[src/rtl/dtlb_pkg.sv]
// Shared constants and the entry layout for the data translation cache.
// Assumes 4 KB pages, a 20-bit virtual and physical page number.
package dtlb_pkg;
    localparam int VPN_W    = 20;
    localparam int PPN_W    = 20;
    localparam int OFF_W    = 12;
    localparam int SET_BITS = 4;
    localparam int TAG_W    = VPN_W - SET_BITS;

    typedef struct packed {
        logic             valid;
        logic             glob;
        logic             sup;
        logic             wr;
        logic             dirty;
        logic [TAG_W-1:0] tag;
        logic [PPN_W-1:0] ppn;
    } entry_t;
endpackage

[src/rtl/dtlb_match.sv]
// Tag comparator for one set: flags each valid way whose tag equals tag_i.
// Assumes a set never holds two valid entries with the same tag.
module dtlb_match
    import dtlb_pkg::*;
#(
    parameter int WAYS = 4
) (
    input  entry_t [WAYS-1:0] ways_i,
    input  logic [TAG_W-1:0]  tag_i,
    output logic [WAYS-1:0]   hit_oh
);
    for (genvar w = 0; w < WAYS; w++) begin : g_cmp
        // per-way compare of tag and valid bit
        assign hit_oh[w] = ways_i[w].valid && (ways_i[w].tag == tag_i);
    end
endmodule

[src/rtl/dtlb_victim.sv]
// Way chooser for fills: the way already holding the page, else the lowest
// free way, else the set's round-robin pointer, which then advances.
// Assumes fill_go is high for exactly the cycle the fill is written.
module dtlb_victim
    import dtlb_pkg::*;
#(
    parameter int WAY_BITS = 2,
    localparam int WAYS = 1 << WAY_BITS,
    localparam int SETS = 1 << SET_BITS
) (
    input  logic                clk,
    input  logic                rst_n,
    input  logic                fill_go,
    input  logic [SET_BITS-1:0] fill_set,
    input  logic [WAYS-1:0]     match_oh,
    input  logic [WAYS-1:0]     empty_oh,
    output logic [WAY_BITS-1:0] way_idx
);
    logic [WAY_BITS-1:0] ptr [SETS];
    logic has_match, has_free;

    assign has_match = |match_oh;
    assign has_free  = |empty_oh;

    // pick the way: matching way over lowest free way over pointer
    always_comb begin
        way_idx = ptr[fill_set];
        for (int w = WAYS - 1; w >= 0; w--)
            if (empty_oh[w]) way_idx = WAY_BITS'(w);
        for (int w = WAYS - 1; w >= 0; w--)
            if (match_oh[w]) way_idx = WAY_BITS'(w);
    end

    // advance the set pointer only when it chose the victim
    always_ff @(posedge clk) begin
        if (!rst_n) begin
            for (int s = 0; s < SETS; s++) ptr[s] <= '0;
        end else if (fill_go && !has_match && !has_free) begin
            ptr[fill_set] <= ptr[fill_set] + 1'b1;
        end
    end


    ptr_step_chk: assert property (@(posedge clk) disable iff (!rst_n)
        (fill_go && !has_match && !has_free) |=>
        (ptr[$past(fill_set)] == WAY_BITS'($past(ptr[fill_set]) + 1'b1)));
endmodule

[src/rtl/dtlb_xlate.sv]
// Data translation cache: 16 sets x 4 ways, merged rights, dirty-walk rule,
// single-page invalidate and global-preserving flush. Lookup answers in the
// same cycle from registered state; commands update state at the clock edge.
// Assumes the walker supplies fills for pages it has fully resolved.
module dtlb_xlate
    import dtlb_pkg::*;
#(
    parameter int WAY_BITS = 2,
    localparam int WAYS = 1 << WAY_BITS,
    localparam int SETS = 1 << SET_BITS
) (
    input  logic                  clk,
    input  logic                  rst_n,
    input  logic                  req_valid,
    input  logic [VPN_W-1:0]      req_vpn,
    input  logic [OFF_W-1:0]      req_off,
    input  logic                  req_write,
    input  logic                  req_user,
    input  logic                  fill_valid,
    input  logic [VPN_W-1:0]      fill_vpn,
    input  logic [PPN_W-1:0]      fill_ppn,
    input  logic                  fill_global,
    input  logic                  fill_super,
    input  logic                  fill_writable,
    input  logic                  fill_dirty,
    input  logic                  inv_page,
    input  logic [VPN_W-1:0]      inv_vpn,
    input  logic                  flush_all,
    output logic                  hit,
    output logic [PPN_W-1:0]      ppn,
    output logic [PPN_W+OFF_W-1:0] paddr,
    output logic                  fault,
    output logic                  walk_req
);
    entry_t [WAYS-1:0] tbl [SETS];

    logic [SET_BITS-1:0] req_set, fill_set, inv_set;
    logic [WAYS-1:0]     req_oh, fill_oh, inv_oh, fill_empty;
    logic [WAY_BITS-1:0] victim;
    entry_t              req_e, new_e;
    logic                req_any, perm_bad, need_dirty, fill_go, ng_live;

    assign req_set  = req_vpn[SET_BITS-1:0];
    assign fill_set = fill_vpn[SET_BITS-1:0];
    assign inv_set  = inv_vpn[SET_BITS-1:0];
    assign fill_go  = fill_valid && !flush_all && !inv_page;

    dtlb_match #(.WAYS(WAYS)) u_req_match (
        .ways_i(tbl[req_set]), .tag_i(req_vpn[VPN_W-1:SET_BITS]), .hit_oh(req_oh));
    dtlb_match #(.WAYS(WAYS)) u_fill_match (
        .ways_i(tbl[fill_set]), .tag_i(fill_vpn[VPN_W-1:SET_BITS]), .hit_oh(fill_oh));
    dtlb_match #(.WAYS(WAYS)) u_inv_match (
        .ways_i(tbl[inv_set]), .tag_i(inv_vpn[VPN_W-1:SET_BITS]), .hit_oh(inv_oh));

    // free-way mask of the set addressed by the fill
    always_comb begin
        for (int w = 0; w < WAYS; w++) fill_empty[w] = !tbl[fill_set][w].valid;
    end

    dtlb_victim #(.WAY_BITS(WAY_BITS)) u_victim (
        .clk(clk), .rst_n(rst_n), .fill_go(fill_go), .fill_set(fill_set),
        .match_oh(fill_oh), .empty_oh(fill_empty), .way_idx(victim));

    // select the matching request entry
    always_comb begin
        req_e = '0;
        for (int w = 0; w < WAYS; w++)
            if (req_oh[w]) req_e = tbl[req_set][w];
    end

    // classify the request into hit, fault or walk
    always_comb begin
        req_any    = |req_oh;
        perm_bad   = (req_user && req_e.sup) || (req_write && !req_e.wr);
        need_dirty = req_write && !req_e.dirty;
        fault      = req_valid && req_any && perm_bad;
        walk_req   = req_valid && (!req_any || (!perm_bad && need_dirty));
        hit        = req_valid && req_any && !perm_bad && !need_dirty;
        ppn        = hit ? req_e.ppn : '0;
        paddr      = hit ? {req_e.ppn, req_off} : '0;
    end

    // entry image written by a fill
    always_comb begin
        new_e.valid = 1'b1;
        new_e.glob  = fill_global;
        new_e.sup   = fill_super;
        new_e.wr    = fill_writable;
        new_e.dirty = fill_dirty;
        new_e.tag   = fill_vpn[VPN_W-1:SET_BITS];
        new_e.ppn   = fill_ppn;
    end

    // table update: flush over invalidate over fill
    always_ff @(posedge clk) begin
        if (!rst_n) begin
            for (int s = 0; s < SETS; s++)
                for (int w = 0; w < WAYS; w++) tbl[s][w] <= '0;
        end else if (flush_all) begin
            for (int s = 0; s < SETS; s++)
                for (int w = 0; w < WAYS; w++)
                    if (!tbl[s][w].glob) tbl[s][w].valid <= 1'b0;
        end else if (inv_page) begin
            for (int w = 0; w < WAYS; w++)
                if (inv_oh[w]) tbl[inv_set][w].valid <= 1'b0;
        end else if (fill_valid) begin
            tbl[fill_set][victim] <= new_e;
        end
    end

    // any live non-global entry, for the flush check
    always_comb begin
        ng_live = 1'b0;
        for (int s = 0; s < SETS; s++)
            for (int w = 0; w < WAYS; w++)
                if (tbl[s][w].valid && !tbl[s][w].glob) ng_live = 1'b1;
    end


    flush_clears_chk: assert property (@(posedge clk) disable iff (!rst_n)
        flush_all |=> !ng_live);

    fault_alone_chk: assert property (@(posedge clk) disable iff (!rst_n)
        fault |-> (!hit && !walk_req && ppn == '0));

    walk_not_hit_chk: assert property (@(posedge clk) disable iff (!rst_n)
        walk_req |-> (!hit && !fault));

    idle_quiet_chk: assert property (@(posedge clk) disable iff (!rst_n)
        !req_valid |-> (!hit && !fault && !walk_req && paddr == '0));

    onehot_way_chk: assert property (@(posedge clk) disable iff (!rst_n)
        $onehot0(fill_oh));
endmodule

[config.mk]
export PLATFORM = sky130hd
export DESIGN_NAME = dtlb_xlate
export DESIGN_NICKNAME = d
export VERILOG_FILES = /design/src/rtl/dtlb_pkg.sv /design/src/rtl/dtlb_match.sv /design/src/rtl/dtlb_victim.sv /design/src/rtl/dtlb_xlate.sv
export SDC_FILE = /design/constraint.sdc
export NUM_CORES = 2
export LEC_CHECK = 0
export BUFFER_PORTS_ARGS = -buffer_cell sky130_fd_sc_hd__buf_2
export CAP_MARGIN = 25
export CORE_MARGIN = 1.5
export CORE_UTILIZATION = 45
export DETAILED_ROUTE_END_ITERATION = 12
export PLACE_DENSITY = 0.58
export SYNTH_ARGS = -nofsm -noshare
export SYNTH_HDL_FRONTEND = slang
export SYNTH_SLANG_ARGS = --single-unit
[constraint.sdc]
create_clock -name clk -period 8.35 [get_ports clk]
set_clock_uncertainty 0.15 [all_clocks]
set_input_delay 1.2525 -clock clk [delete_from_list [all_inputs] [get_ports clk]]
set_output_delay 1.2525 -clock clk [all_outputs]
set_load 0.01 [all_outputs]
# Word level (Yosys, flattened, before mapping)

Memory sizes are Yosys's and may differ from the RTL's.
Cells that the tools add are included.

$add $sub $neg: 1
Order comparisons: 2
Eq/ne operators: 12
Mux-type cells: 374
Bitwise gates (word level): 64
Reductions and logical operators: 47

Operators with widths:

| operator              | number |
|---|---|
| $mux W164             | 4 |
| $mux W1               | 349 |
| $reduce_or A164 Y1    | 2 |
| $eq A16 B16 Y1        | 12 |
| $mux W39              | 4 |
| $demux W41 S2         | 1 |
| $or A1 B1 Y1          | 64 |
| $mux W41              | 1 |
| $mux W32              | 1 |
| $logic_and A1 B1 Y1   | 26 |
| $mux W20              | 1 |
| $mux W2               | 9 |
| $logic_not A1 Y1      | 13 |
| $mux W4               | 3 |
| $reduce_or A4 Y1      | 3 |
| $mux W5               | 1 |
| $lt A2 B3 Y1 const B  | 1 |
| $add A2 B1 Y2 const B | 1 |
| $ge A2 B1 Y1 const B  | 1 |
| $logic_or A1 B1 Y1    | 2 |
| $reduce_or A2 Y1      | 1 |

Register bits after elaboration: 0
RAM bits: 2656
Input bits: 104
Logic and storage cells: 502
Memories: 2

Memory list:

| memory       | depth | bits a word | rd ports | clocked after memory_dff | wr ports | line              | RTL |
|---|---|---|---|---|---|---|---|
| tbl          | 16    | 164         | 19       | 0                        | 16       | dtlb_xlate.sv:35  | `entry_t [WAYS-1:0] tbl [SETS];` |
| u_victim.ptr | 16    | 2           | 1        | 0                        | 16       | dtlb_victim.sv:19 | `logic [WAY_BITS-1:0] ptr [SETS];` |

# Depth between registers and ports, before layout

An unclocked memory read counts as a cell.

Word-level depth: 16
Gate-level depth with buffers: 21
Gate-level depth less buffers: 11

# By module

A second synthesis with hierarchy kept.

Cells, all modules: 9922
Area, all modules: 159531.8 um^2

Modules (own cells, without submodules):

| module      | times used | cells each | area an instance (um^2) | sequential area each (um^2) |
|---|---|---|---|---|
| dtlb_xlate  | 1          | 9489       | 155529.2                | 78795.6 |
| dtlb_match  | 3          | 94         | 748.2                   | 0.0 |
| dtlb_victim | 1          | 151        | 1757.9                  | 960.9 |

# Least setup slack after synthesis

OpenSTA, ideal clock, no wires.

Path kind: input to output
Start: in req_vpn[0]
End: out ppn[12]
Arrival time: 5.186 ns
Required time: 6.948 ns
Slack: 1.761 ns
Stages: 16
Buffers on the path: 11
Cell sequence: buf_4 -> buf_4 -> buf_4 -> buf_4 -> buf_4 -> buf_4 -> buf_2 -> buf_2 -> buf_2 -> buf_2 -> mux4_2 -> mux4_2 -> mux2_2 -> mux2i_1 -> nor2_1 -> buf_4

Longest elaborated chain between the ends: 14
Elaborated cells on any way between the ends: 26

Ends and longest elaborated chain:

| element                          | line             | RTL |
|---|---|---|
| from (decl)                      | dtlb_xlate.sv:15 | `input logic [VPN_W-1:0] req_vpn,` |
| $mem_v2 Z16 W164 (*)             | --               |  |
| $eq A16 B16 Y1                   | dtlb_match.sv:14 | `assign hit_oh[w] = ways_i[w].valid && (ways_i[w].tag == tag_i);` |
| $logic_and A1 B1 Y1              | dtlb_match.sv:14 |  |
| $mux W39 (4 in a row)            | dtlb_xlate.sv:68 | `if (req_oh[w]) req_e = tbl[req_set][w];` |
| $logic_not A1 Y1                 | dtlb_xlate.sv:74 | `perm_bad = (req_user && req_e.sup) \|\| (req_write && !req_e.wr);` |
| $logic_and A1 B1 Y1              | dtlb_xlate.sv:74 |  |
| $logic_or A1 B1 Y1               | dtlb_xlate.sv:74 |  |
| $logic_not A1 Y1                 | dtlb_xlate.sv:78 | `hit = req_valid && req_any && !perm_bad && !need_dirty;` |
| $logic_and A1 B1 Y1 (2 in a row) | dtlb_xlate.sv:78 |  |
| $mux W20 (*)                     | dtlb_xlate.sv:79 | `ppn = hit ? req_e.ppn : '0;` |
| to (decl)                        | dtlb_xlate.sv:30 | `output logic [PPN_W-1:0] ppn,` |

Every way passes the cells marked *; elsewhere a longest branch is shown, timed or not.

# Final worst setup path

Start: in req_vpn[1]
End: out paddr[26]

Longest elaborated chain between the ends: 14
Elaborated cells on any way between the ends: 26

Ends and longest elaborated chain:

| element                          | line             | RTL |
|---|---|---|
| $mem_v2 Z16 W164 (*)             | --               |  |
| $eq A16 B16 Y1                   | dtlb_match.sv:14 |  |
| $logic_and A1 B1 Y1              | dtlb_match.sv:14 |  |
| $mux W39 (4 in a row)            | dtlb_xlate.sv:68 |  |
| $logic_not A1 Y1                 | dtlb_xlate.sv:74 |  |
| $logic_and A1 B1 Y1              | dtlb_xlate.sv:74 |  |
| $logic_or A1 B1 Y1               | dtlb_xlate.sv:74 |  |
| $logic_not A1 Y1                 | dtlb_xlate.sv:78 |  |
| $logic_and A1 B1 Y1 (2 in a row) | dtlb_xlate.sv:78 |  |
| $mux W32 (*)                     | dtlb_xlate.sv:80 | `paddr = hit ? {req_e.ppn, req_off} : '0;` |
| to (decl)                        | dtlb_xlate.sv:31 | `output logic [PPN_W+OFF_W-1:0] paddr,` |

Marks and branches as above.

==> flow_summary.ini <==
[floorplanning]
die_area_um2 = 303000
start_util = 0.453
dieHeight_um = 550
core_area_um2 = 297000
io-pin-count = 159
die_x_um = 550
row_count = 200

[yosys]
synth.avg_cell_area_um2 = 14.8
yosys_warnings = 0
synth_area_um2 = 135000
synth_flop_cell = edfxtp_1
synthesis.instances = 9124
yosysSeqAreaShare = 0.592
synth_cell_type_count = 78
ys_seq_elements = 2656
synth_edf_count = 2656
mappedNetlistNets = 9228
async_flop_share = 0

[clock_tree]
cts_buffers = 299
root_buffer = clkbuf_16
cts.sinks = 2656
insertion_delay_ps = 910
clockBufferDepth = 4
clk_pin_slew_ps = 60
cts_hold_buf = 0
post_cts_buffers = 0
h-tree-depth = 5
tritoncts = yes

[cells_and_area]
final_cell_area_um2 = 150000
postLayoutCoreUtil = 0.504
final_common_cell = edfxtp_1
layout_common_cells = edfxtp_1 (2,656), nor2_1 (2,655), mux4_2 (1,330), clkbuf_16 (306), buf_4 (292)
n_fill_cell = 25000
layout.nets = 9073
synthToLayoutAreaGrowth_pct = 11.2
final_layout_size_suffix_gt1_frac = 0.275

[power]
power_w = 0.0315
power.static_leakage_nw = 49.2
ir_drop_v = 0.000157
powerDensity_nw_per_um2 = 210

[sta]
post-route-min-period_ps = 8380
max_slew_margin = 0.244
rsz0062_at_grt = false
max_slew.worst_pin.slew_ps = 1130
final_max_slew_viol_count = 0
period_share = 1.00
setup_tns_ps = -64.7
fmax_mhz = 119
fin_ws_ps = -32.7
report.final.setup_viol = 2
finalHoldViolCount = 0

[worst_setup_path]
arrival_ps = 6980
cpPeakStageDelay_ps = 820
crit_path_start_kind = input pin
crit_fanout = 40
startpoint = req_vpn[1]
r2r_cells = 13
r2r_slack_ps = 2410
r2r-end = tbl[3][87]
path_cells = buf_8 -> buf_4 -> buf_4 -> mux4_2 -> nor2_1 -> a21oi_1 -> mux2_2 -> nor4_1 -> buf_4 -> nand2_1 -> o211ai_1 -> buf_4 -> buf_4 -> o2bb2ai_1 -> mux2_2 -> mux2i_1 -> nor2_1 -> buf_2
crit_slowest_cell = o211ai_1
r2r-start = tbl[1][112]
endpoint_kind = output port
required_ps = 6950
worst_path_most_repeated_cell = buf_4
critPathKind = in -> out
crit_end = paddr[26]

[global_routing]
grt_pass1_vias = 87600
antenna_found_initial = 19
grt_use_total = 0.345
gr-total-overflow = 0
grt_pass1_wl_um = 717000
grt_max_degree = 123

[routing]
drt_wl_total_um = 525000
drtAntennaViolNets = 0
wl_per_cell_um = 40.0
avgViaCountPerCell = 6.89
dr.pass1.iters = 8
drc = 0
dr_total_vias = 90500
drtIter0Drc = 15800

[run_status]
outcome = finished, violations left
violations = negative setup slack

[place]
dp_hpwl_um = 308000
postPlaceCellArea_um2 = 141000
place_congestion = 0.961
port-buffer-count = 158

[hold_path]
hold_class = reg -> reg

[job]
cap_violations = 0
[sequential cells by signal, indices dropped and copies added, names as in the netlist]
register      count
u_victim.ptr     32
tbl            2624
[worst max-delay path, delay by kind of cell]
kind / cells / cell delay [ps]
compound gates: 3 / 1030
buf+inv: 7 / 1960
mux: 4 / 1650
simple gates: 4 / 990
[worst min-delay path by stage]
stage / from / endpoint / slack (ps) / cells after the start
after floorplan: tbl[0][80] / tbl[0][81] / 430 / 1
after CTS: tbl[4][80] / tbl[4][81] / 460 / 1
after detailed placement: tbl[8][80] / tbl[8][81] / 450 / 1
after global placement: tbl[7][80] / tbl[7][81] / 440 / 1
final: tbl[4][80] / tbl[4][81] / 450 / 1
after global routing: tbl[3][80] / tbl[3][81] / 470 / 1
[cell type report]
type | instances | area, um2 | area share
Antenna cell | 10 | 25.0 | 0.000167
Timing Repair Buffer | 545 | 4980 | 0.0333
Clock inverter | 151 | 1340 | 0.00894
Tap cell | 3939 | 4930 | 0.0329
Clock buffer | 371 | 7900 | 0.0527
Sequential cell | 2656 | 79800 | 0.532
Multi-Input combinational cell | 5382 | 50600 | 0.338
Inverter | 85 | 332 | 0.00221
[logic make-up (layout without fill, tap and decap cells)]
family,after synthesis,count (layout),synth area share
mux,1620,1620,0.244
flops,2656,2656,0.592
compound gates,350,350,0.0192
buf+inv,1086,1152,0.0360
other cells,0,10,0
simple gates,3191,3191,0.0940
xor+xnor,221,221,0.0144
[Yosys cell counts, drive strengths merged (11+ instances only)]
library cell	count	area, um2
a31oi	14	87.6
nand2	255	957
o21ai	53	265
o31ai	11	87.6
o22ai	29	181
nor2	2659	9990
a221oi	12	105
o2111ai	36	333
a21oi	25	136
mux2i	236	2360
nor3	26	130
o2bb2ai	21	184
a22oi	37	278
and2	17	106
xnor2	144	1260
mux4	1330	30000
nor4	38	244
inv	83	312
buf	479	2570
or2	18	113
clkbuf	522	1960
xor2	77	674
nand4	30	188
mux2	54	608
nand2b	35	219
a21o	33	248
edfxtp	2656	79800
nand3	36	180
nor2b	39	244
[power by group]
part	switching [W]	internal [W]	total, W
registers	0.000223	0.0151	0.0153
logic	0.00206	0.00130	0.00336
clock network	0.00556	0.00729	0.0128
[routing by layer]
| layer | GRT usage | part of all wire | vias to the layer above |
|---|---|---|---|
| met4 | 0.201 | 0.069 | 10 |
| li1 | - | - | 34300 |
| met3 | 0.0934 | 0.14 | 1423 |
| met2 | 0.507 | 0.44 | 7594 |
| met1 | 0.462 | 0.35 | 47200 |
| met5 | 0.000625 | 0.00015 | - |
[what timing repair did]
item,CTS,global route
pin swaps,0,1
resized for setup,1,4
endpoints found under the setup margin,55,55
[through the flow]
| step | setup WS, ps | std cells | hold WS (ps) |
|---|---|---|---|
| 3_3_place_gp | -155 | 12600 | 436 |
| 2_1_floorplan | 1760 | 9124 | 429 |
| 3_5_place_dp | -132 | 12600 | 445 |
| 6_report | -32.7 | 13100 | 453 |
| 4_1_cts | 39.0 | 13100 | 457 |
| 5_1_grt | 23.7 | 13100 | 473 |
(Power assumes the default switching activity.)
